[src/rtl/gpio_bank_pkg.sv]
`timescale 1ns/1ps
package gpio_bank_pkg;
  localparam int unsigned ADDR_W = 8;
  localparam int unsigned HALF_W = 16;
  localparam int unsigned N_SPLIT = 4;

  // split register order matches offsets 0x00, 0x04, 0x08, 0x0C
  typedef enum logic [1:0] {
    SEL_LVL_LO = 2'd0,
    SEL_LVL_HI = 2'd1,
    SEL_DIR_LO = 2'd2,
    SEL_DIR_HI = 2'd3
  } split_sel_e;

  localparam logic [ADDR_W-1:0] OFS_SPLIT_BASE = 8'h00;
  localparam logic [ADDR_W-1:0] OFS_IN_LVL     = 8'h70;
  localparam logic [ADDR_W-1:0] OFS_LAYOUT_ID  = 8'h78;
endpackage

[src/rtl/gpio_mask_reg.sv]
`timescale 1ns/1ps
module gpio_mask_reg #(
  parameter int unsigned W = 16
) (
  input  logic           clk_i,
  input  logic           rst_ni,
  input  logic           wr_i,
  input  logic [2*W-1:0] wdata_i,
  output logic [W-1:0]   q_o
);
  logic [W-1:0] q_r;
  logic [W-1:0] en;
  logic [W-1:0] val;

  assign en  = wdata_i[2*W-1:W];
  assign val = wdata_i[W-1:0];

  always_ff @(posedge clk_i or negedge rst_ni) begin
    if (!rst_ni)   q_r <= '0;
    else if (wr_i) q_r <= (q_r & ~en) | (val & en);
  end

  assign q_o = q_r;


  masked_hold_chk: assert property (@(posedge clk_i) disable iff (!rst_ni)
    wr_i |=> ((q_o ^ $past(q_o)) & ~$past(wdata_i[2*W-1:W])) == '0);


  enabled_take_chk: assert property (@(posedge clk_i) disable iff (!rst_ni)
    wr_i |=> ((q_o ^ $past(wdata_i[W-1:0])) & $past(wdata_i[2*W-1:W])) == '0);


  idle_hold_chk: assert property (@(posedge clk_i) disable iff (!rst_ni)
    !wr_i |=> $stable(q_o));
endmodule

[src/rtl/gpio_in_sync.sv]
`timescale 1ns/1ps
module gpio_in_sync #(
  parameter int unsigned W = 32
) (
  input  logic         clk_i,
  input  logic         rst_ni,
  input  logic [W-1:0] pin_i,
  output logic [W-1:0] sync_o
);
  logic [W-1:0] meta_q, sync_q;

  always_ff @(posedge clk_i or negedge rst_ni) begin
    if (!rst_ni) begin
      meta_q <= '0;
      sync_q <= '0;
    end else begin
      meta_q <= pin_i;
      sync_q <= meta_q;
    end
  end

  assign sync_o = sync_q;

  // edges since reset, saturating; gates the latency check
  logic [1:0] age_q;
  always_ff @(posedge clk_i or negedge rst_ni) begin
    if (!rst_ni)              age_q <= '0;
    else if (age_q != 2'd3)   age_q <= age_q + 2'd1;
  end


  sync_lat_chk: assert property (@(posedge clk_i) disable iff (!rst_ni)
    (age_q >= 2'd2) |-> sync_o == $past(pin_i, 2));
endmodule

[src/rtl/gpio_bank.sv]
`timescale 1ns/1ps
module gpio_bank
  import gpio_bank_pkg::*;
#(
  parameter int unsigned NPINS      = 32,
  parameter logic [31:0] LAYOUT_ID  = 32'h0101_0000
) (
  input  logic              clk_i,
  input  logic              rst_ni,
  input  logic [ADDR_W-1:0] addr_i,
  input  logic              we_i,
  input  logic [31:0]       wdata_i,
  output logic [31:0]       rdata_o,
  input  logic [NPINS-1:0]  pin_i,
  output logic [NPINS-1:0]  pin_o,
  output logic [NPINS-1:0]  pin_oe_o
);
  localparam int unsigned HW = NPINS / 2;

  logic [HW-1:0]    split_q [N_SPLIT];
  logic [NPINS-1:0] in_sync;
  logic             split_hit;
  logic [1:0]       split_idx;

  assign split_hit = (addr_i[ADDR_W-1:4] == OFS_SPLIT_BASE[ADDR_W-1:4]) &&
                     (addr_i[1:0] == 2'b00);
  assign split_idx = addr_i[3:2];

  for (genvar g = 0; g < N_SPLIT; g++) begin : g_split
    gpio_mask_reg #(.W(HW)) u_reg (
      .clk_i   (clk_i),
      .rst_ni  (rst_ni),
      .wr_i    (we_i && split_hit && (split_idx == 2'(g))),
      .wdata_i (wdata_i[2*HW-1:0]),
      .q_o     (split_q[g])
    );
  end

  gpio_in_sync #(.W(NPINS)) u_sync (
    .clk_i  (clk_i),
    .rst_ni (rst_ni),
    .pin_i  (pin_i),
    .sync_o (in_sync)
  );

  assign pin_o    = {split_q[SEL_LVL_HI], split_q[SEL_LVL_LO]};
  assign pin_oe_o = {split_q[SEL_DIR_HI], split_q[SEL_DIR_LO]};

  always_comb begin
    rdata_o = '0;
    if (split_hit)                  rdata_o[HW-1:0] = split_q[split_idx];
    else if (addr_i == OFS_IN_LVL)    rdata_o = in_sync;
    else if (addr_i == OFS_LAYOUT_ID) rdata_o = LAYOUT_ID;
  end


  split_upper_chk: assert property (@(posedge clk_i) disable iff (!rst_ni)
    (addr_i[ADDR_W-1:4] == 4'h0 && addr_i[1:0] == 2'b00) |-> rdata_o[31:16] == 16'h0);


  layout_id_chk: assert property (@(posedge clk_i) disable iff (!rst_ni)
    (addr_i == OFS_LAYOUT_ID) |-> rdata_o != 32'h0);


  stray_write_chk: assert property (@(posedge clk_i) disable iff (!rst_ni)
    (we_i && !split_hit) |=> ($stable(pin_o) && $stable(pin_oe_o)));
endmodule

[config.mk]
export PLATFORM = sky130hd
export DESIGN_NAME = gpio_bank
export DESIGN_NICKNAME = d
export VERILOG_FILES = /design/src/rtl/gpio_bank_pkg.sv /design/src/rtl/gpio_mask_reg.sv /design/src/rtl/gpio_in_sync.sv /design/src/rtl/gpio_bank.sv
export SDC_FILE = /design/constraint.sdc
export NUM_CORES = 1
export LEC_CHECK = 0
export ABC_CLOCK_PERIOD_IN_PS = 3800
export BUFFER_PORTS_ARGS = -buffer_cell sky130_fd_sc_hd__clkbuf_2
export CAP_MARGIN = 30
export CORE_MARGIN = 1
export CORE_UTILIZATION = 55
export CTS_CLUSTER_DIAMETER = 200
export DETAILED_ROUTE_END_ITERATION = 7
export PLACE_DENSITY_LB_ADDON = 0.08
export SLEW_MARGIN = 25
export SYNTH_ARGS = -nofsm -noshare
export SYNTH_HDL_FRONTEND = slang
export SYNTH_SLANG_ARGS = --single-unit
[constraint.sdc]
create_clock -name clk_i -period 3.8 [get_ports clk_i]
set_clock_uncertainty 0.2 [all_clocks]
set_input_delay 0.76 -clock clk_i [delete_from_list [all_inputs] [get_ports clk_i]]
set_output_delay 0.76 -clock clk_i [all_outputs]
set_load 0.005 [all_outputs]
==> flow_summary.yaml <==
routing:
  drc_errors: 0
  drt_iter0_drc: 107
  wirelength_mm: 13.6
  antenna_left: 0
  drt_first_pass_iters: 4
  dr_total_vias: 3857
  via_per_inst: 5.73
  post_drt_wl_per_cell_um: 20.2
yosys:
  synth_top_area_cell: "dfrtp_1"
  synthCells: 359
  synth_seq_area_share: 0.600
  synth.cell_area_um2: 5340
  synth-seq-cells: 128
  synth_warnings: 0
  yosys.area_share.adder: 0
  synth.distinct_cells: 23
  yosysTopAreaCellShare: 0.600
  synth_top_family_by_area: "multiplexers"
  synth_compound_area_frac: 0.0290
  synth_mux_area_frac: 0.213
  synth_area_leaders: "dfrtp_1 (60%), mux2_2 (11%), nand4_1 (5.6%)"
  syn-mean-instance-area_um2: 14.9
  synthXorXnorAreaFrac: 0
  synthesis.nets: 434
  synthSimpleGateAreaFrac: 0.127
final_layout:
  drive_gt1_frac: 0.533
  diodes: 0
  instances_no_fill: 673
  areaGrowthSynthToFinish_pct: 29.4
  fin_nets: 606
  final_core_util: 0.741
placement:
  dpl.hpwl_mm: 9.01
  gp_congestion: 0.764
  port_buffers: 170
  dp_slack_ns: 0.494
  place_inst: 641
outcome:
  status: "complete, no violations"
die:
  start_util: 0.573
  row_count: 35
  fp.dieW_um: 101
  dieHeight_um: 101
  coreArea_um2: 9330
  ios: 171
  dieArea_um2: 10100
setup_path:
  crit_required_ns: 2.84
  cp-start-kind: "input port"
  crit_family: "buffers and inverters"
  crit_buf_inv: 3
  reg2reg_slack_ns: 2.78
  crit_path_frequent_cell: "clkbuf_2"
  crit_slowest_cell: "mux4_1"
  r2r_cells: 1
  cp.arrival_ns: 2.32
  crit_path_end_kind: "primary output"
  cp_max_fo: 13
  crit_type: "in2out"
  cp_cell_sequence: "clkbuf_2 -> buf_4 -> mux4_1 -> a22o_1 -> clkbuf_2"
  slowest_delay_ns: 0.56
timing:
  relSlewSlack: 0.502
  min_period_over_period: 0.863
  maxSlewViolCount: 0
  worstMarginPinSlew_ns: 0.747
  period_minus_slack_ns: 3.28
  hold_violations: 0
  layout_setup_ws_ns: 0.520
  max_clock_freq_ghz: 0.305
  setup-tns-final_ns: 0
  setup_viol: 0
  rsz0062_at_grt: "no"
power:
  clockPowerShare: 0.500
  total_leakage_power_nw: 3.48
  seqPwrFrac: 0.438
  powerDensity_nw_per_um2: 476
  combPwrFrac: 0.062
  worst_ir_drop_vdd_v: 0.000371
  switchingPower_mw: 0.763
  switching_share: 0.232
  power_mw: 3.29
  power.internal_mw: 2.53
global_routing:
  grt_overflow: 0
  grt_usage: 0.286
  grt_max_degree: 54
  grt_pass1_vias: 3925
  grt_pass1_wl_mm: 20.9
  antenna_found_initial: 0
cts:
  cts_hold_buf: 0
  cts_buffers: 17
  htree_levels: 4
  root_buffer: "clkbuf_8"
  clk_pin_slew_worst_paths_ns: 0.06
  cts_tree: "built"
  clock_sinks: 128
  cts_setup_buffers: 0
  insertion_delay_ns: 0.52
  clk_path_buf_depth: 2
  post_cts_resized: 0
hold_path:
  hold_path_class: "in2async"
run:
  drv_cap: 0
-- placed cells by master (no fill, tap or decap), types with 4 or more instances in the layout --
cell,netlist,routed
mux2_2,50,50
nand3_1,16,16
dfrtp_1,128,128
mux4_2,11,11
a22o_1,16,16
nand4_1,48,48
clkbuf_16,0,16
buf_4,8,11
mux4_1,5,5
mux2_1,4,4
mux2_4,10,10
clkinv_4,0,5
and2_1,32,32
clkbuf_2,2,169
-- power by group through the flow --
stage	Sequential (mW)	Clock (mW)	Combinational, mW
5_1_grt	1.45	1.74	0.220
3_3_place_gp	1.46	0	0.198
4_1_cts	1.44	1.67	0.204
3_5_place_dp	1.47	0	0.203
2_1_floorplan	1.46	0	0.0819
6_report	1.44	1.64	0.202
-- Yosys cell counts (all sizes together) --
| cell | count |
|---|---|
| dfrtp | 128 |
| nand4 | 48 |
| buf | 22 |
| and2 | 32 |
| nand4b | 1 |
| nor4 | 3 |
| a22o | 16 |
| nor3b | 1 |
| o21a | 2 |
| and2b | 1 |
| clkbuf | 6 |
| nor3 | 2 |
| mux4 | 16 |
| nand3 | 16 |
| nor2b | 1 |
| mux2 | 64 |
-- layout make-up --
type                       instances  area, um^2
clock buffer                      18         428
clock inverter                    14         180
fill                             626        2410
multi-input combinational        203        1990
sequential                       128        3200
tap                              129         161
timing repair buffer             181         948
-- how the worst max path moves through the flow --
stage / depth (start not counted) / slack [ns] / endpoint / start
floorplan: 4 / 0.94 / rdata_o[10] / addr_i[2]
finish: 5 / 0.52 / rdata_o[0] / addr_i[2]
CTS: 5 / 0.50 / rdata_o[0] / addr_i[2]
detailed placement: 5 / 0.49 / rdata_o[0] / addr_i[2]
global placement: 5 / 0.52 / rdata_o[3] / addr_i[2]
global route: 5 / 0.40 / rdata_o[3] / addr_i[2]
-- through the flow --
step | area [um^2] | hold slack, ns
after floorplan | 5340 | 0.131
after global placement | 6300 | 0.131
after detailed placement | 6300 | 0.135
after CTS | 6910 | 0.0318
after global routing | 6910 | 0.0423
final | 6910 | 0.0230
-- logic make-up (layout without fill, tap and decap cells) --
| logic type | count (synthesis) | in the layout |
|---|---|---|
| AND/OR/NAND/NOR | 105 | 105 |
| AO/OA/AOI/OAI | 18 | 18 |
| multiplexers | 80 | 80 |
| buffers and inverters | 28 | 213 |
| flip-flops | 128 | 128 |
-- routing by layer --
layer | GRT usage | part of all wire | routed length [um]
met3 | 0.0922 | 0.068 | 919
met5 | 0 | 0 | 0
met1 | 0.362 | 0.41 | 5530
met4 | 0.107 | 0.015 | 206
met2 | 0.463 | 0.51 | 6930
(Power assumes the default switching activity.)
